--- src/rtl/host_rd_pkg.sv ---
package host_rd_pkg;
  localparam int unsigned BYTE_W = 8;
  localparam int unsigned WORD_W = 2 * BYTE_W;

  typedef struct packed {
    logic cs_n;
    logic rw;
    logic strb;
    logic bsel;
  } host_ctl_t;

  localparam int unsigned CTL_W = $bits(host_ctl_t);

  typedef struct packed {
    logic bsel_inv;
    logic strb_inv;
  } host_cfg_t;
endpackage

--- src/rtl/host_rd_sync.sv ---
module host_rd_sync #(
  parameter int unsigned W      = 4,
  parameter int unsigned STAGES = 2,
  parameter logic [W-1:0] RST_VAL = '0
) (
  input  logic         clk_i,
  input  logic         rst_ni,
  input  logic [W-1:0] d_i,
  output logic [W-1:0] q_o
);
  logic [W-1:0] stg_q [STAGES];

  for (genvar s = 0; s < STAGES; s++) begin : g_stage
    always_ff @(posedge clk_i or negedge rst_ni) begin
      if (!rst_ni) stg_q[s] <= RST_VAL;
      else if (s == 0) stg_q[s] <= d_i;
      else stg_q[s] <= stg_q[(s == 0) ? 0 : s-1];
    end
  end

  assign q_o = stg_q[STAGES-1];
endmodule

--- src/rtl/host_rd_decode.sv ---
module host_rd_decode
  import host_rd_pkg::*;
(
  input  host_ctl_t ctl_i,
  input  host_cfg_t cfg_i,
  output logic      access_o,
  output logic      hi_sel_o
);
  logic strb_act;

  // strobe idles high unless inverted
  assign strb_act = ctl_i.strb ^ ~cfg_i.strb_inv;
  assign hi_sel_o = ctl_i.bsel ^ cfg_i.bsel_inv;
  assign access_o = ~ctl_i.cs_n & strb_act & ctl_i.rw;
endmodule

--- src/rtl/host_rd_flag.sv ---
module host_rd_flag (
  input  logic clk_i,
  input  logic rst_ni,
  input  logic access_i,
  input  logic hi_sel_i,
  input  logic load_i,
  output logic obe_o,
  output logic irq_o
);
  logic access_q, hi_q, irq_q, obe_q, end_hi;

  assign end_hi = access_q & ~access_i & hi_q;

  always_ff @(posedge clk_i or negedge rst_ni) begin
    if (!rst_ni) begin
      access_q <= 1'b0;
      hi_q     <= 1'b0;
      irq_q    <= 1'b0;
      obe_q    <= 1'b1;
    end else begin
      access_q <= access_i;
      if (access_i) hi_q <= hi_sel_i;
      irq_q <= end_hi;
      // a fresh load wins over a completing read
      if (load_i)      obe_q <= 1'b0;
      else if (end_hi) obe_q <= 1'b1;
    end
  end

  assign obe_o = obe_q;
  assign irq_o = irq_q;
endmodule

--- src/rtl/host_rd_port.sv ---
module host_rd_port
  import host_rd_pkg::*;
#(
  parameter int unsigned SYNC_STAGES = 2
) (
  input  logic              clk_i,
  input  logic              rst_ni,
  input  logic              cfg_we_i,
  input  logic [1:0]        cfg_wdata_i,
  input  logic              load_i,
  input  logic [WORD_W-1:0] load_data_i,
  input  logic              cs_ni,
  input  logic              rw_i,
  input  logic              strb_i,
  input  logic              bsel_i,
  output logic [BYTE_W-1:0] bus_o,
  output logic              bus_oe_o,
  output logic              obe_o,
  output logic              obe_irq_o
);
  host_cfg_t         cfg_q;
  logic [WORD_W-1:0] word_q;
  host_ctl_t         ctl_raw, ctl_s;
  logic              access, hi_sel;

  always_ff @(posedge clk_i or negedge rst_ni) begin
    if (!rst_ni) begin
      cfg_q  <= '0;
      word_q <= '0;
    end else begin
      if (cfg_we_i) cfg_q <= host_cfg_t'(cfg_wdata_i);
      if (load_i)   word_q <= load_data_i;
    end
  end

  assign ctl_raw = '{cs_n: cs_ni, rw: rw_i, strb: strb_i, bsel: bsel_i};

  // idle: deselected, read, strobe high, low byte
  host_rd_sync #(
    .W      (CTL_W),
    .STAGES (SYNC_STAGES),
    .RST_VAL(CTL_W'(4'b1110))
  ) u_sync (
    .clk_i (clk_i),
    .rst_ni(rst_ni),
    .d_i   (ctl_raw),
    .q_o   (ctl_s)
  );

  host_rd_decode u_dec (
    .ctl_i   (ctl_s),
    .cfg_i   (cfg_q),
    .access_o(access),
    .hi_sel_o(hi_sel)
  );

  host_rd_flag u_flag (
    .clk_i   (clk_i),
    .rst_ni  (rst_ni),
    .access_i(access),
    .hi_sel_i(hi_sel),
    .load_i  (load_i),
    .obe_o   (obe_o),
    .irq_o   (obe_irq_o)
  );

  assign bus_oe_o = access;
  assign bus_o    = hi_sel ? word_q[WORD_W-1:BYTE_W] : word_q[BYTE_W-1:0];
endmodule

--- config.mk ---
export PLATFORM = sky130hd
export DESIGN_NAME = host_rd_port
export DESIGN_NICKNAME = d
export VERILOG_FILES = /design/src/rtl/host_rd_pkg.sv /design/src/rtl/host_rd_sync.sv /design/src/rtl/host_rd_decode.sv /design/src/rtl/host_rd_flag.sv /design/src/rtl/host_rd_port.sv
export SDC_FILE = /design/constraint.sdc
export NUM_CORES = 1
export LEC_CHECK = 0
export ABC_CLOCK_PERIOD_IN_PS = 1500
export BUFFER_PORTS_ARGS = -buffer_cell sky130_fd_sc_hd__buf_4
export CAP_MARGIN = 15
export CORE_UTILIZATION = 45
export DETAILED_ROUTE_END_ITERATION = 7
export GPL_TIMING_DRIVEN = 0
export PLACE_DENSITY = 0.72
export SYNTH_ARGS = -nofsm -noshare
export SYNTH_HDL_FRONTEND = slang
export SYNTH_SLANG_ARGS = --single-unit
--- constraint.sdc ---
create_clock -name clk_i -period 1.5 [get_ports clk_i]
set_input_delay 0.225 -clock clk_i [delete_from_list [all_inputs] [get_ports clk_i]]
set_output_delay 0.225 -clock clk_i [all_outputs]
set_load 0.02 [all_outputs]
Word-level counts from Yosys, hierarchy flattened
Index checks and enable logic that the tools add are counted.
{"block": "totals", "wordCells": 22, "reg_bits": 30}
{"block": "op_classes", "mux": 3, "n_reduce_logical": 1, "bitwise": 9}
{"operator": "8-bit two-way mux", "n": 1}
{"operator": "1-bit bitwise AND", "n": 4}
{"operator": "1-bit NOT", "n": 3}
{"operator": "1-bit two-way mux", "n": 2}
{"operator": "2-bit nonzero test", "n": 1}
{"operator": "1-bit bitwise XOR", "n": 2}

Depth between registers and ports, before layout
Gate-level depths: netlist (run 1).
{"block": "depth", "depth_word": 9, "depth_mapped": 4, "depth_no_buf": 3}

Modules after synthesis
A second synthesis (run 1) with hierarchy kept.
{"block": "unflattened", "hier_cells": 69, "hier_area_um2": 1216.2}
{"mod": "host_rd_port", "area_each_um2": 817.0, "seq_area_each_um2": 450.4, "cells_per_inst": 47, "instances": 1}
{"mod": "host_rd_sync", "area_each_um2": 237.7, "seq_area_each_um2": 207.7, "cells_per_inst": 12, "instances": 1}
{"mod": "host_rd_flag", "area_each_um2": 131.4, "seq_area_each_um2": 101.3, "cells_per_inst": 7, "instances": 1}
{"mod": "host_rd_decode", "area_each_um2": 30.0, "seq_area_each_um2": 0.0, "cells_per_inst": 3, "instances": 1}

Worst setup path after synthesis (run 1)
Ideal clock, no wire load.
{"block": "synth_path", "path_type": "reg2out", "start": "register cfg_q[1] (netlist name)", "end": "output bus_o[0]", "t_arrival_ps": 1127, "t_required_ps": 1275, "n_path_buf": 0, "path_slack_ps": 148, "stages_incl_launch_ff": 3, "cell_sequence": "dfrtp_1 > xnor2_4 > mux2_2"}
{"block": "synth_via", "elab_chain_cells": 2}
{"element": "from (decl)", "line": "host_rd_port.sv:21", "source": "host_cfg_t cfg_q;"}
{"element": "from (signal assigned)", "line": "host_rd_port.sv:31", "source": "if (cfg_we_i) cfg_q <= host_cfg_t'(cfg_wdata_i);"}
{"element": "1-bit bitwise XOR", "line": "host_rd_decode.sv:13", "source": "assign hi_sel_o = ctl_i.bsel ^ cfg_i.bsel_inv;"}
{"element": "8-bit two-way mux", "line": "host_rd_port.sv:68", "source": "assign bus_o = hi_sel ? word_q[WORD_W-1:BYTE_W] : word_q[BYTE_W-1:0];"}
{"element": "to (decl)", "line": "host_rd_port.sv:16", "source": "output logic [BYTE_W-1:0] bus_o,"}
Every way passes these cells.

Worst setup path after layout (run 1)
{"block": "layout_path", "start": "register u_sync.stg_q, in the netlist u_sync.q_o[0]", "end": "output bus_o[6]"}
{"block": "layout_via", "elab_chain_cells": 2}
{"element": "from (decl)", "line": "host_rd_sync.sv:11", "source": "logic [W-1:0] stg_q [STAGES];"}
{"element": "from (signal, indexed assignment)", "line": "host_rd_sync.sv:16", "source": "else if (s == 0) stg_q[s] <= d_i;"}
{"element": "from (signal, indexed assignment)", "line": "host_rd_sync.sv:17", "source": "else stg_q[s] <= stg_q[(s == 0) ? 0 : s-1];"}
{"element": "1-bit bitwise XOR", "line": "host_rd_decode.sv:13"}
{"element": "8-bit two-way mux", "line": "host_rd_port.sv:68"}
Every way passes these cells.

==> out/qor.yml, run 1 <==
timing:
  maxSlewHeadroom: 0.760
  tightest_slew_ns: 0.361
  setup_violations: 9
  slew_violations: 0
  rsz0062_at_grt: "true"
  layout_setup_ws_ns: -0.313
  skew_ns: 0.00716
  finalHoldViolCount: 0
  fmax_ghz: 0.552
  finalCritPeriodShare: 1.21
  finalCriticalPeriod_ns: 1.81
yosys:
  synth_cell_type_count: 13
  synth-seq-cells: 30
  yosysSeqAreaShare: 0.663
  yosys.area_share.adder: 0
  synthMuxAreaShare: 0.264
  synth_simple_gate_area_frac: 0.0229
  yosys_warnings: 0
  synth_compound_area_frac: 0.00655
  synth_top_family_by_area: "multiplexers"
  synth_xor_area_frac: 0.0317
  mappedNetlistArea_um2: 1150
  netlist_instances: 67
  synth.net_count: 93
  syn_area_per_cell_um2: 17.1
cts:
  htree_num_levels: 2
  worstSkewPairLatency_ns: 0.32
  clkSinkCount: 30
  cts_tree: "built"
  path_clk_slew_ns: 0.09
  numCtsBuffers: 5
  cts.path.max_buffers: 2
  cts_root_buf: "clkbuf_4"
place:
  dp_slack_ns: -0.0631
  port_buffers: 35
  place_area_um2: 1440
  gp_congestion: 0.690
route:
  met3_length_um: 149
  wl_per_cell_um: 13.6
  routed_wl_mm: 2.02
  routed.top_layer: "met4"
  ant_nets: 0
  num_vias: 714
  drc: 0
  wl_met2_um: 969
  m1WireLength_um: 847
  vias_per_cell: 4.79
  first_pass_iters: 4
  drt_iter0_drc: 6
critical_path:
  cp-start-kind: "flop"
  critPathKind: "flop to primary output"
  end_kind: "primary output"
  path_max_fanout: 4
  cp.arrival_ns: 1.59
  required_ns: 1.27
floorplan:
  die_w_um: 52.5
  core-area_um2: 2300
  num_rows: 17
  die_h_um: 52.5
  die_area_um2: 2750
  initial_core_util: 0.499
  boundaryPins: 37
power:
  power_density_nw_per_um2: 1120
  power_mw: 1.88
  power.leakage_nw: 0.793
  vdd_drop_max_v: 0.000864
final_layout:
  final_layout_size_suffix_gt1_frac: 0.711
  stdcell_area_um2: 1680
  nets: 146
  register_area_um2: 759
  diodes: 0
  final_common_cell: "buf_4"
  fill_cells: 167
  final_util: 0.730
  syn2layout_area_growth_pct: 46.4
  final_cell_mix: "buf_4, dfrtp_1, mux2_2, buf_6, mux2_4"
  multi_input_area_um2: 410
grt:
  grt_max_degree: 31
  grt_pass1_wl_mm: 3.43
  first_global_vias: 775
  antenna_found_initial: 0
  grt_usage: 0.188
  overflow: 0
flow_run:
  max_cap_viol_count: 0
worst_hold_path:
  min_path_type: "input pin to flop"
status:
  outcome: "complete, but fails checks"
  violations: "setup timing"
[synthesized netlist by cell type]
library cell,n,share of area
dfrtp_1,23,0.50
mux2i_1,1,0.0087
buf_2,2,0.0087
nor2_1,1,0.0033
xor2_1,1,0.0076
inv_1,1,0.0033
mux2_2,26,0.26
o31ai_1,1,0.0066
nand2_1,1,0.0033
xnor2_4,1,0.024
dfstp_2,7,0.16
nor3b_2,1,0.011
nand2b_1,1,0.0055
[per-layer routing]
layer,GRT usage,up-vias
met5,0,-
met4,0.132,0
met3,0.0812,7
met2,0.272,25
met1,0.223,346
li1,-,336
[report_power, final]
part / internal, mW / switching, mW
Combinational: 0.282 / 0.178
Sequential: 0.891 / 0.0402
Clock: 0.227 / 0.260
[cells by family (layout without fill, tap and decap cells)]
kind of cell | after synthesis | in the layout
AO/OA/AOI/OAI | 1 | 1
XOR/XNOR | 2 | 2
buffers and inverters | 3 | 57
flip-flops | 30 | 30
multiplexers | 27 | 27
AND/OR/NAND/NOR | 4 | 4
[stage by stage]
| stage | instances | hold slack, ns | TNS [ns] |
|---|---|---|---|
| floorplan | 67 | -0.0706 | 0 |
| global placement | 130 | 0.165 | -0.512 |
| detailed placement | 130 | 0.167 | -0.431 |
| CTS | 148 | 0.112 | -2.42 |
| global route | 149 | 0.116 | -2.94 |
| finish | 149 | 0.128 | -2.37 |
[worst max-delay path: stages, from the launching register on]
cell,delay (ns)
dfrtp_1,0.43
xnor2_4,0.23
buf_6,0.16
mux2_4,0.31
buf_6,0.13
[state kept, by name (all words and copies together), names as in the netlist]
register and cells:
u_flag.access_q 1, cfg_q 2, u_sync.stg_q 4, u_flag.obe_o 1
u_flag.irq_o 1, u_sync.q_o 4, u_flag.hi_q 1, word_q 16
[cell type report]
class	instances	share of cell area
Buffer	2	0.00597
Sequential cell	30	0.453
Inverter	1	0.00224
Clock buffer	7	0.0328
Multi-Input combinational cell	34	0.245
Timing Repair Buffer	46	0.238
Tap cell	28	0.0209
Clock inverter	1	0.00298
[what timing repair did]
item | 4_1_cts | 5_1_grt
hold buffers | 5 | 0
buffers inserted | 5 | 1
pin swaps | 3 | 1
setup endpoints to repair | 9 | 9
endpoints found under the hold margin | 27 | 0
resized for setup | 20 | 0
[path summary, 6_finish.rpt]
kind / start / end / slack [ns] / cells after the start
max in group asynchronous: rst_ni / u_flag.obe_o / 0.83 / 2
worst min-delay path: load_data_i[12] / word_q[12] / 0.13 / 2
worst max register to register: u_sync.q_o[1] / u_flag.obe_o / 0.12 / 5
worst max-delay path: u_sync.q_o[0] / bus_o[6] / -0.31 / 4
worst min register to register: u_sync.stg_q[6] / u_sync.q_o[2] / 0.36 / 0
min in group asynchronous: rst_ni / u_flag.access_q / 0.36 / 2
Power figures use the tool's default switching activity.
==> run 2: changes to the inputs <==
--- a/config.mk
+++ b/config.mk
@@ -8,10 +8,12 @@
 export ABC_CLOCK_PERIOD_IN_PS = 1500
 export BUFFER_PORTS_ARGS = -buffer_cell sky130_fd_sc_hd__buf_4
 export CAP_MARGIN = 15
-export CORE_UTILIZATION = 45
+export CORE_UTILIZATION = 49
+export CTS_CLUSTER_SIZE = 28
 export DETAILED_ROUTE_END_ITERATION = 7
 export GPL_TIMING_DRIVEN = 0
-export PLACE_DENSITY = 0.72
+export PLACE_DENSITY = 0.77
 export SYNTH_ARGS = -nofsm -noshare
 export SYNTH_HDL_FRONTEND = slang
+export SYNTH_HIERARCHICAL = 1
 export SYNTH_SLANG_ARGS = --single-unit
==> run 2 against run 1 <==
Effect of this change: register-to-register slack worse by 0.03 ns; hold slack worse by 0.0096 ns; sequential share of layout area is 1.7 points lower; die area is 2.4% lower; highest routed layer unchanged; non-clock buffer count is 1 lower; routed wire length is 11% higher; the flow still finishes with violations (setup timing); flip-flop and latch count stayed put; synthesized cell count is 3.0% higher; clock skew is 0.0040 ns lower; largest cell class unchanged; utilization is 3.6 points higher.
==> out/qor.yml, run 2 <==
power:
  intPower_mw: 1.58  # was 1.40 mW
  clock_power_share: 0.322  # was 0.259
  power.leakage_nw: 0.854  # was 0.793 nW
  swShare: 0.235  # was 0.255
  p_comb_frac: 0.226  # was 0.245
  seqPwrFrac: 0.452  # was 0.496
  power_density_nw_per_um2: 1180  # was 1120 nW/um2
  switchingPower_uw: 485  # was 478 uW
  vdd_drop_max_v: 0.000897  # was 0.000864 V
final_layout:
  final_common_cell: "buf_4"  # unchanged
  fill_cells: 134  # was 167
  syn2layout_area_growth_pct: 43.4  # was 46.4%
  final_cell_mix: "buf_4, dfrtp_1, mux2_4, buf_6, mux2_2"  # was buf_4, dfrtp_1, mux2_2, buf_6, mux2_4
  stdcell_area_um2: 1740  # was 1680 um2
  largest-register: "word_q"  # unchanged
  largest_reg_flops: 16  # unchanged
  final_layout_size_suffix_gt1_frac: 0.735  # was 0.711
  nets: 142  # was 146
  final_util: 0.766  # was 0.730
  diodes: 0  # unchanged
cts:
  cts.path.max_buffers: 2  # unchanged
  htree_num_levels: 2  # unchanged
  cts_root_buf: "clkbuf_4"  # unchanged
  worstSkewPairLatency_ns: 0.32  # about the same
  clkSinkCount: 30  # unchanged
  cts_tree: "built"  # unchanged
  path_clk_slew_ns: 0.10  # was 0.09 ns
  numCtsBuffers: 5  # unchanged
yosys:
  syn_area_per_cell_um2: 17.6  # was 17.1 um2
  synth_common_cells: "dfrtp_1, mux2_2, mux2_4"  # was mux2_2, dfrtp_1, dfstp_2
  async_flop_share: 1.00  # unchanged
  mappedNetlistArea_um2: 1220  # was 1150 um2
  yosys-top-cells-area: "dfrtp_1, mux2_2, dfstp_2"  # unchanged
  synthFlopType: "dfrtp_1"  # unchanged
  yosys_warnings: 6  # was 0
  yosysSeqAreaShare: 0.624  # was 0.663
  yosys.area.top_type: "dfrtp_1"  # unchanged
  synth-seq-cells: 30  # unchanged
  synth-edff-count: 0  # unchanged
  yosys.cell_count.top_type: "dfrtp_1"  # was mux2_2
  synth.net_count: 95  # was 93
  netlist_instances: 69  # was 67
  synth_cell_type_count: 12  # was 13
  synth_top_area_frac: 0.473  # was 0.502
critical_path:
  required_ns: 1.27  # about the same
  critPathBufInv: 2  # unchanged
  cp.arrival_ns: 1.58  # was 1.59 ns
  cp-startpoint: "cfg_q[1]"  # was u_sync.q_o[0]
  critical_path.top_delay_family: "flip-flops"  # unchanged
  path_max_fanout: 8  # was 4
  critPathMaxStageDelay_ns: 0.42  # was 0.43 ns
  critPathKind: "flop to primary output"  # unchanged
  r2r_start: "u_sync/q_o[1]"  # was u_sync.q_o[1]
  crit_slowest_cell: "dfrtp_1"  # unchanged
  end_kind: "primary output"  # unchanged
  path_common_cell: "buf_6"  # unchanged
  cp-start-kind: "flop"  # unchanged
  timing.critical_path.cells: "xor2_2 -> buf_6 -> mux2_4 -> buf_6"  # was xnor2_4 -> buf_6 -> mux2_4 -> buf_6
place:
  place_area_um2: 1530  # was 1440 um2
  dp_hpwl_mm: 1.49
  gp_congestion: 0.689  # was 0.690
  dp_slack_ns: -0.141  # was -0.0631 ns
  port_buffers: 36  # was 35
flow_run:
  max_cap_viol_count: 0  # unchanged
route:
  first_pass_iters: 3  # was 4
  vias_per_cell: 4.84  # was 4.79
  wl_per_cell_um: 15.5  # was 13.6 um
  drt_iter0_drc: 4  # was 6
  ant_nets: 0  # unchanged
  routed_wl_mm: 2.25  # was 2.02 mm
  drc: 0  # unchanged
  num_vias: 702  # was 714
status:
  violations: "setup timing"  # unchanged
  outcome: "complete, but fails checks"  # unchanged
floorplan:
  core-area_um2: 2280  # was 2300 um2
  num_rows: 17  # unchanged
  initial_core_util: 0.534  # was 0.499
  die_w_um: 51.8  # was 52.5 um
  boundaryPins: 37  # unchanged
  die_area_um2: 2690  # was 2750 um2
  die_h_um: 51.8  # was 52.5 um
grt:
  overflow: 0  # unchanged
  antenna_found_initial: 0  # unchanged
  grt_usage: 0.204  # was 0.188
  first_global_vias: 786  # was 775
  grt_max_degree: 31  # unchanged
  grt_pass1_wl_mm: 3.66  # was 3.43 mm
timing:
  skew_ns: 0.00320  # was 0.00716 ns
  maxSlewHeadroom: 0.753  # was 0.760
  finalHoldViolCount: 0  # unchanged
  finalCritPeriodShare: 1.20  # was 1.21
  layout_setup_ws_ns: -0.303  # was -0.313 ns
  finalCriticalPeriod_ns: 1.80  # was 1.81 ns
  fmax_ghz: 0.555  # was 0.552 GHz
  slew_violations: 0  # unchanged
  tightest_slew_ns: 0.371  # was 0.361 ns
  setup_violations: 9  # unchanged
  rsz0062_at_grt: "true"  # unchanged
worst_hold_path:
  hp-start: "load_data_i[5]"  # was load_data_i[12]
  min_path_type: "input pin to flop"  # unchanged
run 2: through the flow:
step,setup TNS [ns],hold slack (ns),total power [mW],instances
CTS,-2.58,0.103,2.08,145
global route,-3.11,0.0952,2.16,145
global placement,-0.899,0.162,1.31,133
detailed placement,-1.11,0.168,1.33,133
floorplan,0,-0.0706,1.17,69
finish,-2.45,0.118,2.06,145
run 2: final timing paths:
path                                 end  slack [ns]  cells after the start
max                             bus_o[2]       -0.30                      4
min in group asynchronous      word_q[0]        0.36                      2
min                            word_q[5]        0.12                      2
max reg2reg                  u_flag/hi_q        0.09                      4
max in group asynchronous   u_flag/obe_o        0.83                      2
min reg2reg                u_sync/q_o[3]        0.36                      0
run 2: cell type report:
type                       count  area, um2  area share
sequential                    30        759       0.435
multi-input combinational     32        442       0.253
timing repair buffer          42        365       0.209
buffer                         5       57.6      0.0330
clock buffer                   7       55.1      0.0316
tap                           28       35.0      0.0201
clock inverter                 1       30.0      0.0172
run 2: per-layer routing:
metal | routed length, um | GRT usage | vias to the layer above
met5 | 0 | 0 | -
met4 | 52 | 0.122 | 0
met3 | 107 | 0.0673 | 8
met2 | 1170 | 0.333 | 23
met1 | 921 | 0.228 | 346
li1 | - | - | 325
run 2: power groups by stage:
stage / clock, mW / sequential (mW) / combinational [mW]
6_report: 0.663 / 0.933 / 0.466
3_3_place_gp: 0 / 0.936 / 0.378
3_5_place_dp: 0 / 0.942 / 0.386
2_1_floorplan: 0 / 0.935 / 0.230
5_1_grt: 0.721 / 0.942 / 0.493
4_1_cts: 0.682 / 0.933 / 0.467
run 2: timing repair:
action                                  in CTS  in global routing
pin swaps                                    1                  1
gates resized for setup                     21                  1
buffers inserted                             1                  0
hold buffers                                 5                  0
endpoints found under the setup margin       9                 11
endpoints found under the hold margin       27                  0
run 2: kinds of logic after synthesis:
kind of cell / after synthesis / synth area share
DFF: 30 / 0.624
AOI/OAI and AO/OA: 1 / 0.00823
and+or+nand+nor: 2 / 0.0175
buffers and inverters: 7 / 0.0545
xor gates and xnor gates: 2 / 0.0144
muxes: 27 / 0.281
==> run 3: changes to the inputs <==
--- a/config.mk
+++ b/config.mk
@@ -6,7 +6,7 @@
 export NUM_CORES = 1
 export LEC_CHECK = 0
 export ABC_CLOCK_PERIOD_IN_PS = 1500
-export BUFFER_PORTS_ARGS = -buffer_cell sky130_fd_sc_hd__buf_4
+export BUFFER_PORTS_ARGS = -buffer_cell sky130_fd_sc_hd__buf_2
 export CAP_MARGIN = 15
 export CORE_UTILIZATION = 49
 export CTS_CLUSTER_SIZE = 28
==> run 3 against run 2 <==
Effect of this change: the flow still finishes with violations (setup timing); die area is the same; routed wire length up 1.6%; flip-flop and latch count stayed put; largest power group unchanged.
==> out/qor.yml, run 3 (same netlist as run 2, synthesis figures left out) <==
power:
  p_comb_frac: 0.200  # was 0.226
  vdd_drop_max_v: 0.00102  # was 0.000897 V
  swShare: 0.228  # was 0.235
  power_density_nw_per_um2: 1310  # was 1180 nW/um2
  clock_power_share: 0.381  # was 0.322
  power.leakage_nw: 0.847  # was 0.854 nW
  seqPwrFrac: 0.419  # was 0.452
  switchingPower_uw: 511  # was 485 uW
  intPower_mw: 1.72  # was 1.58 mW
final_layout:
  largest_reg_flops: 16  # unchanged
  syn2layout_area_growth_pct: 40.6  # was 43.4%
  final_cell_mix: "buf_2, dfrtp_1, mux2_4, buf_6, mux2_2"  # was buf_4, dfrtp_1, mux2_4, buf_6, mux2_2
  fill_cells: 139  # was 134
  diodes: 0  # unchanged
  multi_input_area_um2: 453  # was 442 um2
  final_layout_size_suffix_gt1_frac: 0.744  # was 0.735
  nets: 142  # unchanged
  final_common_cell: "buf_2"  # was buf_4
  largest-register: "word_q"  # unchanged
  register_area_um2: 759  # unchanged
  final_util: 0.752  # was 0.766
route:
  routed_wl_mm: 2.28  # was 2.25 mm
  ant_nets: 0  # unchanged
  wl_per_cell_um: 15.7  # was 15.5 um
  drt_iter0_drc: 3  # was 4
  met3_length_um: 128  # was 107 um
  num_vias: 708  # was 702
  routed.top_layer: "met4"  # unchanged
  wl_met2_mm: 1.23  # was 1.17 mm
  drc: 0  # unchanged
  first_pass_iters: 2  # was 3
  vias_per_cell: 4.88  # was 4.84
  m1WireLength_um: 884  # was 921 um
floorplan:
  die_area_um2: 2690  # unchanged
  initial_core_util: 0.534  # unchanged
  boundaryPins: 37  # unchanged
  die_w_um: 51.8  # unchanged
  num_rows: 17  # unchanged
  die_h_um: 51.8  # unchanged
  core-area_um2: 2280  # unchanged
critical_path:
  cp-start-kind: "flop"  # unchanged
  crit_slowest_cell: "dfrtp_1"  # unchanged
  critPathKind: "flop to primary output"  # unchanged
  timing.critical_path.cells: "xor2_2 -> buf_6 -> mux2_4 -> buf_6"  # unchanged
  required_ns: 1.27  # about the same
  critPathBufInv: 2  # unchanged
  path_common_cell: "buf_6"  # unchanged
  critPathMaxStageDelay_ns: 0.41  # was 0.42 ns
  path_max_fanout: 8  # unchanged
  critical_path.top_delay_family: "flip-flops"  # unchanged
  cp.arrival_ns: 1.58  # about the same
  end_kind: "primary output"  # unchanged
timing:
  finalCriticalPeriod_ns: 1.81  # was 1.80 ns
  finalCritPeriodShare: 1.21  # was 1.20
  fmax_ghz: 0.553  # was 0.555 GHz
  slew_violations: 0  # unchanged
  maxSlewHeadroom: 0.573  # was 0.753
  rsz0062_at_grt: "true"  # unchanged
  skew_ns: 0.00274  # was 0.00320 ns
  finalHoldViolCount: 0  # unchanged
  setup_violations: 9  # unchanged
  layout_setup_ws_ns: -0.309  # was -0.303 ns
  tightest_slew_ns: 0.640  # was 0.371 ns
status:
  violations: "setup timing"  # unchanged
  outcome: "complete, but fails checks"  # unchanged
cts:
  clkSinkCount: 30  # unchanged
  cts_root_buf: "clkbuf_4"  # unchanged
  cts.path.max_buffers: 2  # unchanged
  worstSkewPairLatency_ns: 0.33  # was 0.32 ns
  numCtsBuffers: 5  # unchanged
  cts_tree: "built"  # unchanged
  path_clk_slew_ns: 0.10  # about the same
  htree_num_levels: 2  # unchanged
place:
  port_buffers: 36  # unchanged
  gp_congestion: 0.674  # was 0.689
  dp_hpwl_mm: 1.42  # was 1.49 mm
  dp_slack_ns: -0.120  # was -0.141 ns
grt:
  grt_usage: 0.212  # was 0.204
  grt_max_degree: 31  # unchanged
  overflow: 0  # unchanged
  antenna_found_initial: 0  # unchanged
  first_global_vias: 801  # was 786
  grt_pass1_wl_mm: 3.68  # was 3.66 mm
flow_run:
  max_cap_viol_count: 0  # unchanged
worst_hold_path:
  min_path_type: "input pin to flop"  # unchanged
-- run 3: worst paths after layout --
kind	to	slack, ns	cells after the start	startpoint
worst max-delay path	bus_o[0]	-0.31	4	u_sync/q_o[0]
worst min-delay path	u_flag/obe_o	0.11	2	load_i
worst max register to register	u_flag/hi_q	0.01	4	u_sync/q_o[1]
worst min register to register	u_sync/q_o[2]	0.36	0	u_sync/stg_q[6]
max in group asynchronous	word_q[15]	0.62	2	rst_ni
min in group asynchronous	word_q[4]	0.46	2	rst_ni
-- run 3: power by group through the flow --
stage / clock [mW] / combinational (mW) / sequential (mW)
after floorplan: 0 / 0.230 / 0.935
after global placement: 0 / 0.333 / 0.936
after detailed placement: 0 / 0.342 / 0.941
after CTS: 0.866 / 0.447 / 0.935
after global routing: 0.900 / 0.474 / 0.946
final: 0.852 / 0.448 / 0.936
-- run 3: what timing repair did --
action,CTS,global route
hold endpoints to repair,27,0
hold buffers,5,0
pin swaps,2,1
setup buffers,0,1
resized for setup,31,0
setup endpoints to repair,9,9
-- run 3: routing by layer --
| layer | vias up | track usage |
|---|---|---|
| met5 | - | 0 |
| met4 | 0 | 0.108 |
| met3 | 7 | 0.0906 |
| met2 | 22 | 0.348 |
| met1 | 355 | 0.230 |
| li1 | 324 | - |
-- run 3: through the flow --
step	instance area, um2	setup TNS (ns)	power (mW)	hold WS, ns	cells
detailed placement	1440	-0.864	1.28	0.290	133
CTS	1700	-2.63	2.25	0.105	144
floorplan	1220	0	1.17	-0.0706	69
global route	1710	-3.18	2.32	0.0951	145
finish	1710	-2.52	2.24	0.110	145
global placement	1440	-0.864	1.27	0.270	133
-- run 3: final cells by class --
type,count,share of cell area
tap,28,0.0205
multi-input combinational,32,0.265
timing repair buffer,42,0.172
clock buffer,6,0.0300
sequential,30,0.444
clock inverter,2,0.0351
buffer,5,0.0337
